File: src/rtl/six_step_pkg.sv
package six_step_pkg;
  localparam int unsigned NUM_STEPS = 6;
  localparam int unsigned NUM_PH    = 3;
  localparam int unsigned STEP_W    = $clog2(NUM_STEPS);

  typedef int unsigned uint_t;
  typedef logic [STEP_W-1:0] step_t;

  // modulo-six rotation of a step index
  function automatic step_t step_rot(step_t s, uint_t off);
    uint_t sum;
    sum = uint_t'(s) + (off % NUM_STEPS);
    if (sum >= NUM_STEPS) sum = sum - NUM_STEPS;
    return step_t'(sum);
  endfunction
endpackage

File: src/rtl/six_step_timer.sv
module six_step_timer #(
  parameter int unsigned CNT_W = 16
) (
  input  logic             clk_i,
  input  logic             rst_ni,
  input  logic [CNT_W-1:0] period_i,
  output logic             tick_o
);
  logic [CNT_W-1:0] cnt_q;
  logic             run;

  assign run    = |period_i;
  assign tick_o = run && (cnt_q >= period_i);

  always_ff @(posedge clk_i or negedge rst_ni) begin
    if (!rst_ni)              cnt_q <= '0;
    else if (tick_o || !run)  cnt_q <= '0;
    else                      cnt_q <= cnt_q + 1'b1;
  end


  cnt_wrap_chk: assert property (@(posedge clk_i) disable iff (!rst_ni)
    (&cnt_q) |-> tick_o);

  idle_clear_chk: assert property (@(posedge clk_i) disable iff (!rst_ni)
    (period_i == '0) |=> (cnt_q == '0));
endmodule

File: src/rtl/six_step_state.sv
module six_step_state
  import six_step_pkg::*;
(
  input  logic  clk_i,
  input  logic  rst_ni,
  input  logic  adv_i,
  output step_t step_o,
  output logic  strobe_o
);
  step_t step_q;
  logic  strobe_q;

  always_ff @(posedge clk_i or negedge rst_ni) begin
    if (!rst_ni) begin
      step_q   <= '0;
      strobe_q <= 1'b0;
    end else begin
      strobe_q <= adv_i;
      if (adv_i) step_q <= step_rot(step_q, 1);
    end
  end

  assign step_o   = step_q;
  assign strobe_o = strobe_q;


  step_range_chk: assert property (@(posedge clk_i) disable iff (!rst_ni)
    step_q < STEP_W'(NUM_STEPS));

  step_hold_chk: assert property (@(posedge clk_i) disable iff (!rst_ni)
    !adv_i |=> $stable(step_q));
endmodule

File: src/rtl/six_step_decode.sv
module six_step_decode
  import six_step_pkg::*;
(
  input  step_t             step_i,
  input  logic              float_mode_i,
  input  logic              dir_i,
  output logic [NUM_PH-1:0] drive_o,
  output logic [NUM_PH-1:0] float_no
);
  localparam int unsigned PLAIN_HI = NUM_STEPS / 2;  // steps high in plain mode
  localparam int unsigned FLT_HI   = PLAIN_HI - 1;   // steps high in float mode
  localparam int unsigned FLT_A    = FLT_HI;         // first float step
  localparam int unsigned FLT_B    = NUM_STEPS - 1;  // second float step

  logic [NUM_PH-1:0] pat_lvl, pat_flt;

  // per-pattern decode; phase q is phase A rotated by 2q (plain) or -2q (float)
  for (genvar q = 0; q < NUM_PH; q++) begin : g_pat
    localparam int unsigned OFF_PLAIN = (2 * q) % NUM_STEPS;
    localparam int unsigned OFF_FLT   = (NUM_STEPS - 2 * q) % NUM_STEPS;
    step_t kp, kf;
    assign kp = step_rot(step_i, OFF_PLAIN);
    assign kf = step_rot(step_i, OFF_FLT);
    assign pat_flt[q] = float_mode_i &&
                        ((kf == STEP_W'(FLT_A)) || (kf == STEP_W'(FLT_B)));
    assign pat_lvl[q] = float_mode_i ? (kf < STEP_W'(FLT_HI))
                                     : (kp < STEP_W'(PLAIN_HI));
  end

  // reverse swaps B and C; A maps to itself
  for (genvar p = 0; p < NUM_PH; p++) begin : g_out
    localparam int unsigned ALT = (p == 0) ? 0 : NUM_PH - p;
    assign drive_o[p]  = dir_i ? pat_lvl[ALT] : pat_lvl[p];
    assign float_no[p] = ~(dir_i ? pat_flt[ALT] : pat_flt[p]);
  end
endmodule

File: src/rtl/six_step_seq.sv
module six_step_seq
  import six_step_pkg::*;
#(
  parameter int unsigned CNT_W = 16
) (
  input  logic              clk_i,
  input  logic              rst_ni,
  input  logic [CNT_W-1:0]  period_i,
  input  logic              dir_i,
  input  logic              float_mode_i,
  output logic [NUM_PH-1:0] level_o,
  output logic [NUM_PH-1:0] float_no,
  output logic              step_o
);
  logic              tick;
  step_t             step_idx;
  logic [NUM_PH-1:0] drive, held_q;

  six_step_timer #(.CNT_W(CNT_W)) u_timer (
    .clk_i   (clk_i),
    .rst_ni  (rst_ni),
    .period_i(period_i),
    .tick_o  (tick)
  );

  six_step_state u_state (
    .clk_i   (clk_i),
    .rst_ni  (rst_ni),
    .adv_i   (tick),
    .step_o  (step_idx),
    .strobe_o(step_o)
  );

  six_step_decode u_decode (
    .step_i      (step_idx),
    .float_mode_i(float_mode_i),
    .dir_i       (dir_i),
    .drive_o     (drive),
    .float_no    (float_no)
  );

  // floated phases repeat their last driven level
  assign level_o = (float_no & drive) | (~float_no & held_q);

  always_ff @(posedge clk_i or negedge rst_ni) begin
    if (!rst_ni) held_q <= '0;
    else         held_q <= level_o;
  end


  strobe_gap_chk: assert property (@(posedge clk_i) disable iff (!rst_ni)
    step_o |=> !step_o);

  freeze_chk: assert property (@(posedge clk_i) disable iff (!rst_ni)
    (period_i == '0) |=> !step_o);

  plain_drive_chk: assert property (@(posedge clk_i) disable iff (!rst_ni)
    !float_mode_i |-> (&float_no));

  one_float_chk: assert property (@(posedge clk_i) disable iff (!rst_ni)
    float_mode_i |-> ($countones(~float_no) == 1));

  for (genvar p = 0; p < NUM_PH; p++) begin : g_hold_chk

    float_hold_chk: assert property (@(posedge clk_i) disable iff (!rst_ni)
      (!float_no[p] && $past(rst_ni)) |-> (level_o[p] == $past(level_o[p])));
  end
endmodule

File: config.mk
export PLATFORM = sky130hd
export DESIGN_NAME = six_step_seq
export DESIGN_NICKNAME = d
export VERILOG_FILES = /design/src/rtl/six_step_pkg.sv /design/src/rtl/six_step_timer.sv /design/src/rtl/six_step_state.sv /design/src/rtl/six_step_decode.sv /design/src/rtl/six_step_seq.sv
export SDC_FILE = /design/constraint.sdc
export NUM_CORES = 1
export LEC_CHECK = 0
export ABC_AREA = 1
export BUFFER_PORTS_ARGS = -buffer_cell sky130_fd_sc_hd__clkbuf_2
export CAP_MARGIN = 10
export CORE_MARGIN = 5
export CORE_UTILIZATION = 59
export CTS_BUF_LIST = sky130_fd_sc_hd__clkbuf_8
export DETAILED_ROUTE_END_ITERATION = 8
export PLACE_DENSITY = 0.93
export SYNTH_ARGS = -nofsm -noshare
export SYNTH_HDL_FRONTEND = slang
export SYNTH_SLANG_ARGS = --single-unit
File: constraint.sdc
create_clock -name clk_i -period 2.12 [get_ports clk_i]
set_clock_uncertainty 0.15 [all_clocks]
set_input_delay 0 -clock clk_i [delete_from_list [all_inputs] [get_ports clk_i]]
set_output_delay 0 -clock clk_i [all_outputs]
set_load 0.01 [all_outputs]
== After elaboration in Yosys (flattened, before gate mapping) ==
Cells that the tools add are included.
Storage, ports and cells
  register bits: 23
  input port bits: 20
  output and inout port bits: 7
  word-level logic and storage cells: 58
Cells by class
  add/subtract/negate cells: 8
  $lt $le $gt $ge: 11
  eq/ne operators: 6
  muxes and demuxes: 12
  bitwise operators: 7
  reduce and logical (&&, ||, !) cells: 10
Operators with widths (number)
  3-bit by 2-bit less-than comparator with 1-bit output, second input constant: 6
  16-bit by 1-bit adder with 16-bit output, second input constant: 1
  16-bit greater-or-equal comparator: 1
  16-bit 2-to-1 mux: 1
  16-bit OR reduction: 1
  4-bit by 3-bit greater-or-equal comparator with 1-bit output, second input constant: 3
  3-bit 2-to-1 mux: 4
  3-bit subtractor, second input constant: 4
  3-bit by 2-bit == test with 1-bit output, second input constant: 3
  3-bit == test, second input constant: 3
  1-bit 2-to-1 mux: 7
  3-bit bitwise AND: 2
  3-bit by 1-bit adder with 4-bit output, second input constant: 1
  3-bit by 2-bit adder with 4-bit output, second input constant: 1
  3-bit by 3-bit adder with 4-bit output, second input constant: 1
  1-bit logical AND: 4
  1-bit logical OR: 4
  3-bit greater-or-equal comparator, second input constant: 1
  1-bit NOT: 3
  3-bit NOT: 1
  3-bit bitwise OR: 1
  1-bit zero test: 1

== Depth between registers and ports, before layout ==
  depth after elaboration: 11
  gate-level depth with buffers: 14
  depth with buffers taken out: 14

== Cells and area by module ==
Synthesis repeated with hierarchy kept, for this count alone.
Second synthesis, totals
  cells, all modules: 255
  area, all modules: 1886.8 sq um
By module, submodules not included
  six_step_timer: times used 1, cells each 163, area each 1298.7 sq um
  six_step_decode: times used 1, cells each 47, area each 234.0 sq um
  six_step_state: times used 1, cells each 30, area each 234.0 sq um
  six_step_seq: times used 1, cells each 15, area each 120.1 sq um

== Worst setup path after synthesis ==
Ideal clock, no wire load.
  path type: register to register
  start point: register u_state.step_q[1], in the netlist u_state.step_o[1]
  end point: register held_q[1]
  arrival: 1.642 ns
  data required time: 1.852 ns
  setup slack: 0.209 ns
  cell stages (with the launch flop): 8
  buffers on the path: 0
  cell sequence: dfrtp_1 > inv_1 > ha_1 > nand2_1 > o31ai_2 > o21ai_0 > nand2_1 > o21ai_1
Between the ends
  word-level cells in the longest chain between the ends: 11
  elaborated cells on any way between the ends: 29
RTL lines
  start, declared: line six_step_state.sv:10  | step_t step_q;
  start signal, assigned: line six_step_state.sv:19  | if (adv_i) step_q <= step_rot(step_q, 1);
  3-bit by 3-bit adder with 4-bit output or 3-bit by 2-bit adder with 4-bit output (tied branches): line six_step_pkg.sv:12  | sum = uint_t'(s) + (off % NUM_STEPS);
  4-bit by 3-bit greater-or-equal comparator with 1-bit output or 3-bit subtractor (tied branches): line six_step_pkg.sv:13  | if (sum >= NUM_STEPS) sum = sum - NUM_STEPS;
  3-bit 2-to-1 mux: line six_step_pkg.sv:13
  3-bit by 2-bit == test with 1-bit output or 3-bit == test (tied branches): line six_step_decode.sv:25  | ((kf == STEP_W'(FLT_A)) || (kf == STEP_W'(FLT_B)));
  1-bit logical OR: line six_step_decode.sv:25
  1-bit logical AND: line six_step_decode.sv:24  | assign pat_flt[q] = float_mode_i &&
  1-bit 2-to-1 mux *: line six_step_decode.sv:34  | assign float_no[p] = ~(dir_i ? pat_flt[ALT] : pat_flt[p]);
  1-bit NOT *: line six_step_decode.sv:34
  named net float_no[1]: line six_step_seq.sv:12  | output logic [NUM_PH-1:0] float_no,
  3-bit NOT: line six_step_seq.sv:43  | assign level_o = (float_no & drive) | (~float_no & held_q);
  3-bit bitwise AND: line six_step_seq.sv:43
  3-bit bitwise OR *: line six_step_seq.sv:43
  named net level_o[1]: line six_step_seq.sv:11  | output logic [NUM_PH-1:0] level_o,
  end signal, assigned: line six_step_seq.sv:47  | else held_q <= level_o;
  end, declared: line six_step_seq.sv:17  | logic [NUM_PH-1:0] drive, held_q;
The timed path passes the listed nets; every way through them passes the cells marked *.
A chain may end at the register's enable or synchronous reset.

== Worst setup path in the final report ==
  start point: register u_state.step_q[1], in the netlist u_state.step_o[1]
  end point: output level_o[2]
Between the ends
  word-level cells in the longest chain between the ends: 11
  elaborated cells on any way between the ends: 29
RTL lines (line)
  parallel branches: the longest is 10 deep, another holds 3-bit by 3-bit adder with 4-bit output
  3-bit bitwise OR *: six_step_seq.sv:43
  end, declared: six_step_seq.sv:11
Every way passes the cells marked *.

==> flow_metrics.env <==
export IMPL_vias=1641
export IMPL_root_buffer="clkbuf_8"
export IMPL_core_rowCount=20
export IMPL_critical_path_class="register to output pin"
export IMPL_n_antenna_cell=0
export IMPL_syn_instance_count=242
export IMPL_grtUsageTotal_pct=18.2
export IMPL_firstDrtPassIters=4
export IMPL_grt_pass1_wl_um=6310
export IMPL_syn_area_per_cell_um2=7.75
export IMPL_hold_violations=0
export IMPL_drt_iter0_markers=96
export IMPL_fin_tns_setup_ps=0
export IMPL_worst_ep_arrival_time_ps=1860
export IMPL_max_freq_mhz=497
export IMPL_worstMarginPinSlew_ps=559
export IMPL_ys_warn_count=0
export IMPL_syn2layout_area_growth_pct=16.0
export IMPL_report_final_setup_viol=0
export IMPL_core_area_um2=3050
export IMPL_cts_made_buffers=3
export IMPL_multi_input_area_um2=1160
export IMPL_outcome="finished, final reports clean"
export IMPL_end_kind="output pin"
export IMPL_wl_um=3700
export IMPL_yosysTopAreaCell="dfrtp_1"
export IMPL_hold_path_class="input port to register"
export IMPL_slew_headroom_pct=62.7
export IMPL_drv_cap=0
export IMPL_cts_max_level=1
export IMPL_drv_slew=0
export IMPL_synth_edff_count=0
export IMPL_clockBufferDepth=2
export IMPL_irDropWorstVdd_uv=380
export IMPL_fillerInstances=238
export IMPL_rsz0062_at_grt="false"
export IMPL_cts_tree="done"
export IMPL_grt_max_degree=24
export IMPL_required_ps=1970
export IMPL_yosysUniqueCellTypes=26
export IMPL_finalNetCount=323
export IMPL_routedWlPerCell_um=11.5
export IMPL_gp_congestion=0.830
export IMPL_clk_latency_ps=260
export IMPL_hpwl_um=2950
export IMPL_worstPathMaxFanout=3
export IMPL_netlist_area_um2=1870
export IMPL_startpoint_type="register"
export IMPL_ys_ff_latch=23
export IMPL_synth_common_cells="nand2_1, inv_1, ha_1, dfrtp_1"
export IMPL_total_leakage_power_uw=0.00119
export IMPL_synth_ff_type="dfrtp_1"
export IMPL_grt_pass1_vias=1569
export IMPL_initial_utilization_pct=61.4
export IMPL_p_per_area_nw_per_um2=598
export IMPL_ys_async_sr_fraction_pct=100
export IMPL_setup_slack_ps=107
export IMPL_syn_nets=287
export IMPL_io_buffer_count=26
export IMPL_die_area_um2=4400
export IMPL_rrSetupSlack_ps=200
export IMPL_drive_above_1_share_pct=23.1
export IMPL_drcViolationCount=0
export IMPL_yosysTopAreaCellShare_pct=30.7
export IMPL_avgViaCountPerCell=5.11
export IMPL_clk_pin_slew_worst_paths_ps=80
export IMPL_grt_antenna_before_repair=0
export IMPL_seq_area_frac_synth_pct=30.7
export IMPL_place_ws_ps=221
export IMPL_period_minus_slack_ps=2010
export IMPL_die_y_um=66.4
export IMPL_finalCritPeriodShare_pct=95.0
export IMPL_gr_total_overflow=0
export IMPL_die_w_um=66.4
export IMPL_synth_area_leaders="dfrtp_1, ha_1, nand2_1, inv_1, xor2_1"
export IMPL_ioPinCount=27
export IMPL_ant_nets=0
export IMPL_layout_area_seq_um2=577
export IMPL_yosysMostFrequentCell="nand2_1"
export IMPL_cts_sinks=23
cell type report:
type	instances	area share, %
clock buffer	3	1.90
clock inverter	1	0.230
inverter	40	6.90
multi-input combinational	177	53.2
sequential	23	26.5
tap	44	2.53
timing repair buffer	33	8.75
sequential cells by signal (all words and copies together), names as in the netlist:
name	cells
u_timer.cnt_q	16
held_q	3
u_state.step_o	3
u_state.strobe_o	1
logic make-up after synthesis:
group                    count (synthesis)  share of synthesized area [%]
AO/OA/AOI/OAI                           22                           6.88
XOR/XNOR                                13                           6.07
flip-flops                              23                           30.7
buffers and inverters                   42                           8.88
AND/OR/NAND/NOR                        117                           30.8
adder cells (fa/ha/maj)                 25                           16.7
final timing paths:
path / start / to / cells after the start
setup / recovery: u_state.step_o[1] / level_o[2] / 7
max in group asynchronous: rst_ni / u_state.step_o[2] / 2
hold reg to reg: u_timer.cnt_q[0] / u_timer.cnt_q[0] / 1
setup reg to reg: u_timer.cnt_q[11] / u_state.step_o[1] / 8
hold / removal: period_i[6] / u_state.step_o[0] / 5
min in group asynchronous: rst_ni / u_timer.cnt_q[15] / 2
per-stage QoR:
| stage | area [um^2] | utilization (%) | power (uW) | instances | hold WS [ps] |
|---|---|---|---|---|---|
| finish | 2170 | 71.2 | 1300 | 321 | 18.7 |
| global route | 2170 | 71.2 | 1410 | 321 | 31.7 |
| CTS | 2130 | 69.9 | 1300 | 319 | 19.5 |
| detailed placement | 2060 | 67.4 | 1030 | 312 | -133 |
| global placement | 2060 | 67.4 | 1010 | 312 | -137 |
| floorplan | 1870 | - | 911 | 242 | -446 |
where the power goes:
part           switching [uW]  internal [uW]  total [uW]  leakage [uW]
Clock                     134            131         265     0.0000255
Sequential               91.7            508         599      0.000301
Combinational             242            194         435      0.000861
cell usage in the layout (no fill, tap or decap):
cell type	count
nor3_1	1
nor2_4	3
o21ai_0	3
clkbuf_2	26
nand2_1	58
buf_4	4
o31ai_4	1
dlygate4sd3_1	3
nand4_1	4
dfrtp_1	22
a31o_2	1
clkbuf_8	3
o21bai_1	1
nand3_2	4
a22oi_1	1
nand2_2	3
xnor2_1	3
nand3_4	1
nor4_2	2
nor2_1	15
clkinv_2	1
dfrtp_2	1
ha_1	25
o21ai_1	4
a21oi_1	8
o21ai_2	2
nor2_2	12
nand3_1	14
o21a_1	1
inv_1	40
xor2_1	10
routing by layer:
metal | vias to the layer above | track usage, % | routed length [um]
met5 | - | 0 | 0
met2 | 45 | 33.7 | 1820
li1 | 837 | - | -
met3 | 12 | 2.89 | 142
met4 | 0 | 5.08 | 82
met1 | 747 | 21.4 | 1650
timing repair:
action                                  in CTS  in global routing
hold buffers                                 3                  0
buffers inserted                             0                  2
hold endpoints to repair                    26                  0
endpoints found under the setup margin       0                  2
resized for setup                            0                  8
critical path, cell delays in order (launching register included):
cell	delay, ps
dfrtp_1	380
inv_1	90
ha_1	350
nand2_2	110
o31ai_4	260
o21ai_2	110
o21ai_1	160
clkbuf_2	160
(Power assumes the default switching activity.)
